### src/rtl/wo_cache_pkg.sv
package wo_cache_pkg;
  typedef enum logic [1:0] {
    LS_INV   = 2'd0,
    LS_CLEAN = 2'd1,
    LS_DIRTY = 2'd2
  } line_st_e;

  typedef enum logic [1:0] {
    BC_RD = 2'd0,
    BC_WR = 2'd1,
    BC_WB = 2'd2
  } bus_cmd_e;

  typedef enum logic [1:0] {
    PH_IDLE = 2'd0,
    PH_WB   = 2'd1,
    PH_FILL = 2'd2,
    PH_WR   = 2'd3
  } phase_e;
endpackage

### src/rtl/wo_line_store.sv
module wo_line_store
  import wo_cache_pkg::*;
#(
  parameter int IW = 3,
  parameter int TW = 5,
  parameter int DW = 16
) (
  input  logic          clk,
  input  logic          rst_n,
  input  logic [IW-1:0] la_idx,
  output line_st_e      la_st,
  output logic [TW-1:0] la_tag,
  output logic [DW-1:0] la_data,
  input  logic [IW-1:0] sa_idx,
  output line_st_e      sa_st,
  output logic [TW-1:0] sa_tag,
  output logic [DW-1:0] sa_data,
  input  logic          sw_en,
  input  line_st_e      sw_st,
  input  logic          lw_en,
  input  line_st_e      lw_st,
  input  logic [TW-1:0] lw_tag,
  input  logic [DW-1:0] lw_data
);
  localparam int NL = 1 << IW;

  line_st_e      st_w  [NL];
  logic [TW-1:0] tag_w [NL];
  logic [DW-1:0] dat_w [NL];

  for (genvar g = 0; g < NL; g++) begin : g_line
    line_st_e      st_q;
    logic [TW-1:0] tag_q;
    logic [DW-1:0] dat_q;
    logic          l_sel;
    logic          s_sel;

    assign l_sel = lw_en && (la_idx == IW'(g));
    assign s_sel = sw_en && (sa_idx == IW'(g));

    always_ff @(posedge clk or negedge rst_n) begin
      if (!rst_n) begin
        st_q <= LS_INV;
      end else if (l_sel) begin
        st_q <= lw_st;
      end else if (s_sel) begin
        st_q <= sw_st;
      end
    end

    always_ff @(posedge clk) begin
      if (l_sel) begin
        tag_q <= lw_tag;
        dat_q <= lw_data;
      end
    end

    assign st_w[g]  = st_q;
    assign tag_w[g] = tag_q;
    assign dat_w[g] = dat_q;
  end

  assign la_st   = st_w[la_idx];
  assign la_tag  = tag_w[la_idx];
  assign la_data = dat_w[la_idx];
  assign sa_st   = st_w[sa_idx];
  assign sa_tag  = tag_w[sa_idx];
  assign sa_data = dat_w[sa_idx];
endmodule

### src/rtl/wo_snoop_unit.sv
module wo_snoop_unit
  import wo_cache_pkg::*;
#(
  parameter int TW = 5,
  parameter int DW = 16
) (
  input  logic          snp_valid,
  input  logic          snp_wr,
  input  logic [TW-1:0] snp_tag,
  input  line_st_e      sa_st,
  input  logic [TW-1:0] sa_tag,
  input  logic [DW-1:0] sa_data,
  output logic          inhibit,
  output logic [DW-1:0] sdata,
  output logic          sw_en,
  output line_st_e      sw_st
);
  logic s_hit;

  always_comb begin
    s_hit   = snp_valid && (sa_st != LS_INV) && (sa_tag == snp_tag);
    inhibit = s_hit && (sa_st == LS_DIRTY);
    sdata   = inhibit ? sa_data : '0;
    // an owner that supplied data keeps a Clean copy on a read, drops it on a write
    sw_en   = s_hit && (snp_wr || (sa_st == LS_DIRTY));
    sw_st   = snp_wr ? LS_INV : LS_CLEAN;
  end
endmodule

### src/rtl/wo_ctrl_fsm.sv
module wo_ctrl_fsm
  import wo_cache_pkg::*;
#(
  parameter int IW = 3,
  parameter int TW = 5,
  parameter int DW = 16
) (
  input  logic          clk,
  input  logic          rst_n,
  input  logic          cpu_req,
  input  logic          cpu_we,
  input  logic [TW-1:0] cpu_tag,
  input  logic [IW-1:0] cpu_idx,
  input  logic [DW-1:0] cpu_wdata,
  input  logic          snp_valid,
  input  line_st_e      la_st,
  input  logic [TW-1:0] la_tag,
  input  logic [DW-1:0] la_data,
  input  logic          bus_gnt,
  input  logic [DW-1:0] bus_rdata,
  output logic          cpu_ready,
  output logic [DW-1:0] cpu_rdata,
  output logic          bus_req,
  output bus_cmd_e      bus_cmd,
  output logic [TW+IW-1:0] bus_addr,
  output logic [DW-1:0] bus_wdata,
  output logic          lw_en,
  output line_st_e      lw_st,
  output logic [TW-1:0] lw_tag,
  output logic [DW-1:0] lw_data
);
  phase_e phase_q, phase_d;
  logic   hit, victim_dirty;
  phase_e after_wb;

  always_ff @(posedge clk or negedge rst_n) begin
    if (!rst_n) begin
      phase_q <= PH_IDLE;
    end else begin
      phase_q <= phase_d;
    end
  end

  always_comb begin
    hit          = (la_st != LS_INV) && (la_tag == cpu_tag);
    victim_dirty = (la_st == LS_DIRTY) && !hit;
    after_wb     = cpu_we ? PH_WR : PH_FILL;
    phase_d      = phase_q;
    cpu_ready    = 1'b0;
    cpu_rdata    = '0;
    bus_req      = 1'b0;
    bus_cmd      = BC_RD;
    bus_addr     = {cpu_tag, cpu_idx};
    bus_wdata    = cpu_wdata;
    lw_en        = 1'b0;
    lw_st        = LS_INV;
    lw_tag       = cpu_tag;
    lw_data      = cpu_wdata;
    unique case (phase_q)
      PH_IDLE: begin
        if (cpu_req && !snp_valid) begin
          if (!cpu_we && hit) begin
            cpu_ready = 1'b1;
            cpu_rdata = la_data;
          end else if (cpu_we && hit && (la_st == LS_DIRTY)) begin
            cpu_ready = 1'b1;
            lw_en     = 1'b1;
            lw_st     = LS_DIRTY;
          end else if (victim_dirty) begin
            phase_d = PH_WB;
          end else begin
            phase_d = after_wb;
          end
        end
      end
      PH_WB: begin
        // re-checked each cycle: a snoop may have taken the Dirty state away
        if (victim_dirty) begin
          bus_req   = 1'b1;
          bus_cmd   = BC_WB;
          bus_addr  = {la_tag, cpu_idx};
          bus_wdata = la_data;
          if (bus_gnt) begin
            lw_en   = 1'b1;
            lw_st   = LS_INV;
            lw_tag  = la_tag;
            lw_data = la_data;
            phase_d = after_wb;
          end
        end else begin
          phase_d = after_wb;
        end
      end
      PH_FILL: begin
        bus_req = 1'b1;
        if (bus_gnt) begin
          cpu_ready = 1'b1;
          cpu_rdata = bus_rdata;
          lw_en     = 1'b1;
          lw_st     = LS_CLEAN;
          lw_data   = bus_rdata;
          phase_d   = PH_IDLE;
        end
      end
      PH_WR: begin
        bus_req = 1'b1;
        bus_cmd = BC_WR;
        if (bus_gnt) begin
          cpu_ready = 1'b1;
          lw_en     = 1'b1;
          lw_st     = LS_DIRTY;
          phase_d   = PH_IDLE;
        end
      end
      default: phase_d = PH_IDLE;
    endcase
  end
endmodule

### src/rtl/wo_snoop_cache.sv
module wo_snoop_cache
  import wo_cache_pkg::*;
#(
  parameter int AW = 8,
  parameter int DW = 16,
  parameter int IW = 3
) (
  input  logic          clk,
  input  logic          rst_n,
  input  logic          cpu_req,
  input  logic          cpu_we,
  input  logic [AW-1:0] cpu_addr,
  input  logic [DW-1:0] cpu_wdata,
  output logic          cpu_ready,
  output logic [DW-1:0] cpu_rdata,
  output logic          bus_req,
  output logic [1:0]    bus_cmd,
  output logic [AW-1:0] bus_addr,
  output logic [DW-1:0] bus_wdata,
  input  logic          bus_gnt,
  input  logic [DW-1:0] bus_rdata,
  input  logic          snp_valid,
  input  logic          snp_wr,
  input  logic [AW-1:0] snp_addr,
  output logic          snp_inhibit,
  output logic [DW-1:0] snp_data
);
  localparam int TW = AW - IW;

  logic [1:0]    rs_q;
  logic          rst_int_n;
  line_st_e      la_st, sa_st, sw_st, lw_st;
  logic [TW-1:0] la_tag, sa_tag, lw_tag;
  logic [DW-1:0] la_data, sa_data, lw_data;
  logic          sw_en, lw_en;
  bus_cmd_e      cmd_e;

  // reset asserts at once, releases after two clock edges
  always_ff @(posedge clk or negedge rst_n) begin
    if (!rst_n) begin
      rs_q <= 2'b00;
    end else begin
      rs_q <= {rs_q[0], 1'b1};
    end
  end
  assign rst_int_n = rs_q[1];

  wo_line_store #(.IW(IW), .TW(TW), .DW(DW)) u_store (
    .clk     (clk),
    .rst_n   (rst_int_n),
    .la_idx  (cpu_addr[IW-1:0]),
    .la_st   (la_st),
    .la_tag  (la_tag),
    .la_data (la_data),
    .sa_idx  (snp_addr[IW-1:0]),
    .sa_st   (sa_st),
    .sa_tag  (sa_tag),
    .sa_data (sa_data),
    .sw_en   (sw_en),
    .sw_st   (sw_st),
    .lw_en   (lw_en),
    .lw_st   (lw_st),
    .lw_tag  (lw_tag),
    .lw_data (lw_data)
  );

  wo_snoop_unit #(.TW(TW), .DW(DW)) u_snoop (
    .snp_valid (snp_valid),
    .snp_wr    (snp_wr),
    .snp_tag   (snp_addr[AW-1:IW]),
    .sa_st     (sa_st),
    .sa_tag    (sa_tag),
    .sa_data   (sa_data),
    .inhibit   (snp_inhibit),
    .sdata     (snp_data),
    .sw_en     (sw_en),
    .sw_st     (sw_st)
  );

  wo_ctrl_fsm #(.IW(IW), .TW(TW), .DW(DW)) u_fsm (
    .clk       (clk),
    .rst_n     (rst_int_n),
    .cpu_req   (cpu_req),
    .cpu_we    (cpu_we),
    .cpu_tag   (cpu_addr[AW-1:IW]),
    .cpu_idx   (cpu_addr[IW-1:0]),
    .cpu_wdata (cpu_wdata),
    .snp_valid (snp_valid),
    .la_st     (la_st),
    .la_tag    (la_tag),
    .la_data   (la_data),
    .bus_gnt   (bus_gnt),
    .bus_rdata (bus_rdata),
    .cpu_ready (cpu_ready),
    .cpu_rdata (cpu_rdata),
    .bus_req   (bus_req),
    .bus_cmd   (cmd_e),
    .bus_addr  (bus_addr),
    .bus_wdata (bus_wdata),
    .lw_en     (lw_en),
    .lw_st     (lw_st),
    .lw_tag    (lw_tag),
    .lw_data   (lw_data)
  );

  assign bus_cmd = cmd_e;
endmodule

### config.mk
export PLATFORM = sky130hd
export DESIGN_NAME = wo_snoop_cache
export DESIGN_NICKNAME = d
export VERILOG_FILES = /design/src/rtl/wo_cache_pkg.sv /design/src/rtl/wo_line_store.sv /design/src/rtl/wo_snoop_unit.sv /design/src/rtl/wo_ctrl_fsm.sv /design/src/rtl/wo_snoop_cache.sv
export SDC_FILE = /design/constraint.sdc
export NUM_CORES = 1
export LEC_CHECK = 0
export BUFFER_PORTS_ARGS = -buffer_cell sky130_fd_sc_hd__buf_2
export CORE_ASPECT_RATIO = 2
export CORE_UTILIZATION = 54
export CTS_BUF_LIST = sky130_fd_sc_hd__clkbuf_8
export CTS_CLUSTER_DIAMETER = 50
export DETAILED_ROUTE_END_ITERATION = 10
export PLACE_DENSITY = 0.8
export SETUP_SLACK_MARGIN = 0.5
export SLEW_MARGIN = 20
export SYNTH_ARGS = -nofsm -noshare
export SYNTH_HDL_FRONTEND = slang
export SYNTH_SLANG_ARGS = --single-unit
### constraint.sdc
create_clock -name clk -period 2.75 [get_ports clk]
set_clock_uncertainty 0.05 [all_clocks]
set_input_delay 0.1375 -clock clk [delete_from_list [all_inputs] [get_ports clk]]
set_output_delay 0.1375 -clock clk [all_outputs]
set_load 0.03 [all_outputs]
==> metrics <==
outcome finished, violations left; failing checks negative setup slack; Final TNS setup -161.61 ns; layout cell share with drive strength beyond 1 55.8%; vias in the first global route 10000; clock transition at the registers of the reported paths 0.13 ns; post-layout instance area 0.0156 mm²; largest cells by area after synthesis edfxtp_1 (47%), mux4_2 (16%), mux2i_1 (5.1%); sequential area share after synthesis 51.7%; total core area 0.0194 mm²; Site Rows 72; Final Slew Violations 0; highest routed layer met4; Placed Cells incl. Taps 1242; Setup crit start kind register; worst slew pin tran 1.02 ns; Synth-to-Final Area Change 46.0%; Clock Root Buffer clkbuf_8; Synth top area share 47.1%; Final Critical Period 3.44 ns; static leakage 5.79 nW; First-pass DRT Iterations 5; CP Capture Type primary output; setup violators final 371; max_cap viols 0; Critical Path AT 3.25 ns; Port Buf Inserts 115; first-pass GRT wire length 60.6 mm; Final nets 1125; Max Clock Freq 291 MHz; ANT nets after route 0; number of clock sinks 188; clk buf depth 2; Req. time, crit path 2.56 ns; warnings from Yosys 0; Post-synth top flop edfxtp_1; vias per cell 7.07; CTS tree done; fin cells 1338; placed cell areas 0.0135 mm²; diode count 0; VDD IR-drop max 0.632 mV; die extent in y 201 µm; Final Cycle Share 125%; crit path setup slack, layout -0.687 ns; initial antenna violation count 0; gpl congestion 0.911; synth cell count leaders edfxtp_1 (168), mux4_2 (74), nand2_1 (60), mux2i_1 (55), nor2_1 (47); Initial DRC Count 922; post-synth top area cell edfxtp_1; Ports 116; RSZ-0062 raised after global routing yes; EDFF count, synth 168; final hold violations 0; cell area power density 670 mW/mm²; Slew HR 31.8%; post-synthesis cell area 0.0107 mm²; WL met3 3.71 mm; Starting Density 55.3%; worst hold path class primary input to register; Total GRT Usage 42.1%; die width 102 µm; CP Max Fanout 8; Synth Register Bits 188; syn nets 849; metal1 wirelength 12.2 mm; Placement Setup Slack -0.260 ns; via count 9454; fraction of registers with async set/reset 10.6%; DR DRC count 0; metal2 WL 21.0 mm; Die Area 0.0204 mm²; Clock Latency Late Sink 0.53 ns; crit path kind register to primary output; H-tree level count 4; Routed WL 41.3 mm; clock buffer count from CTS 17; count leader, synth edfxtp_1; Post-Syn Area per Cell 13.6 µm²; total grt overflow 0; hpwl dp 23.3 mm; wire length per cell 30.9 µm; synthesized instance count 790; synth unique cells 67; largest net degree at the start of global routing 26
flip-flops by register name (all words and copies together), names as in the netlist:
register and count:
rs_q 2, u_fsm.phase_q 2, u_store.g_line.dat_q 128, u_store.g_line.st_q 16
u_store.g_line.tag_q 40
what timing repair did:
action                                 4_1_cts  5_1_grt
hold buffers                                 3        0
endpoints found under the hold margin       10        0
gates cloned                                13        0
resized for setup                          237       16
setup endpoints to repair                  403      411
pin swaps                                   27        8
buffers inserted                            42        6
cell type report:
class	count	area (µm²)
inverters	26	119
flip-flops and latches	188	5550
clock inverters	15	178
well taps	259	324
multi-input cells	509	6010
clock buffers	17	234
fillers	882	3720
repair buffers	324	3240
worst paths after layout:
kind	startpoint	end	slack [ns]	depth (start not counted)
min reg2reg	rs_q[1]	u_fsm.phase_q[1]	0.31	0
min	cpu_we	u_fsm.phase_q[0]	0.06	4
min in group asynchronous	rs_q[1]	u_fsm.phase_q[1]	0.31	0
max reg2reg	u_store.g_line[7].tag_q[2]	u_store.g_line[6].dat_q[2]	-0.65	12
max	u_store.g_line[3].tag_q[1]	cpu_rdata[7]	-0.69	12
max in group asynchronous	rs_q[1]	u_store.g_line[7].st_q[0]	1.75	0
layout by cell type (no fill, tap or decap), drive strengths merged, types with 4 or more instances in the layout:
| cell type | instances |
|---|---|
| dfrtp | 20 |
| nor3 | 5 |
| or3 | 5 |
| a211oi | 4 |
| o22ai | 7 |
| o31ai | 16 |
| nor4b | 4 |
| nor2b | 7 |
| nand2b | 11 |
| edfxtp | 168 |
| o41ai | 10 |
| buf | 320 |
| o21ai | 41 |
| and2 | 7 |
| xnor2 | 4 |
| nor4 | 4 |
| a22o | 4 |
| o221ai | 14 |
| mux4 | 74 |
| nor2 | 47 |
| ha | 4 |
| mux2i | 55 |
| nand3b | 7 |
| clkbuf | 17 |
| or2 | 5 |
| a32oi | 6 |
| clkinvlp | 4 |
| nand3 | 6 |
| nand2 | 61 |
| inv | 32 |
| mux2 | 44 |
| a21oi | 24 |
report_power, final:
part	leakage, nW	switching [W]	total [W]	internal (W)
clock	0.209	0.00111	0.00195	0.000841
combinational	3.79	0.00267	0.00460	0.00193
sequential	1.78	0.000178	0.00393	0.00375
total	5.79	0.00395	0.0105	0.00652
metrics by stage:
step	util, %	hold slack [ns]	total power, W
3_3_place_gp	69.7	-0.128	0.00753
5_1_grt	80.8	0.0677	0.0107
3_5_place_dp	69.7	-0.126	0.00766
4_1_cts	80.1	0.00893	0.0101
6_report	80.8	0.0637	0.0105
2_1_floorplan	-	-0.208	0.00645
worst max-delay path: stages (launching register included):
cell and delay (ns):
edfxtp_1 0.43, mux2i_1 0.09, a32oi_1 0.30, o21ai_1 0.17
mux2_4 0.34, a211oi_4 0.25, buf_6 0.17, and2_4 0.16
nand4b_1 0.14, buf_6 0.18, buf_12 0.16, o21ai_2 0.17
buf_6 0.15
cell families after synthesis:
kind of cell | count (synthesis) | synth area share, %
buffers and inverters | 93 | 3.92
DFF | 188 | 51.7
xor gates and xnor gates | 7 | 0.572
muxes | 173 | 25.3
other | 1 | 0.0350
adders and majority gates | 4 | 0.467
and+or+nand+nor | 178 | 8.22
AOI/OAI and AO/OA | 146 | 9.73
routing by layer:
layer | track usage (%) | up-vias
met4 | 37.6 | 0
met2 | 68.9 | 879
met3 | 8.23 | 318
met1 | 45.0 | 4565
li1 | - | 3692
met5 | 0 | -
Note: power is estimated with default switching activity, not from simulation.
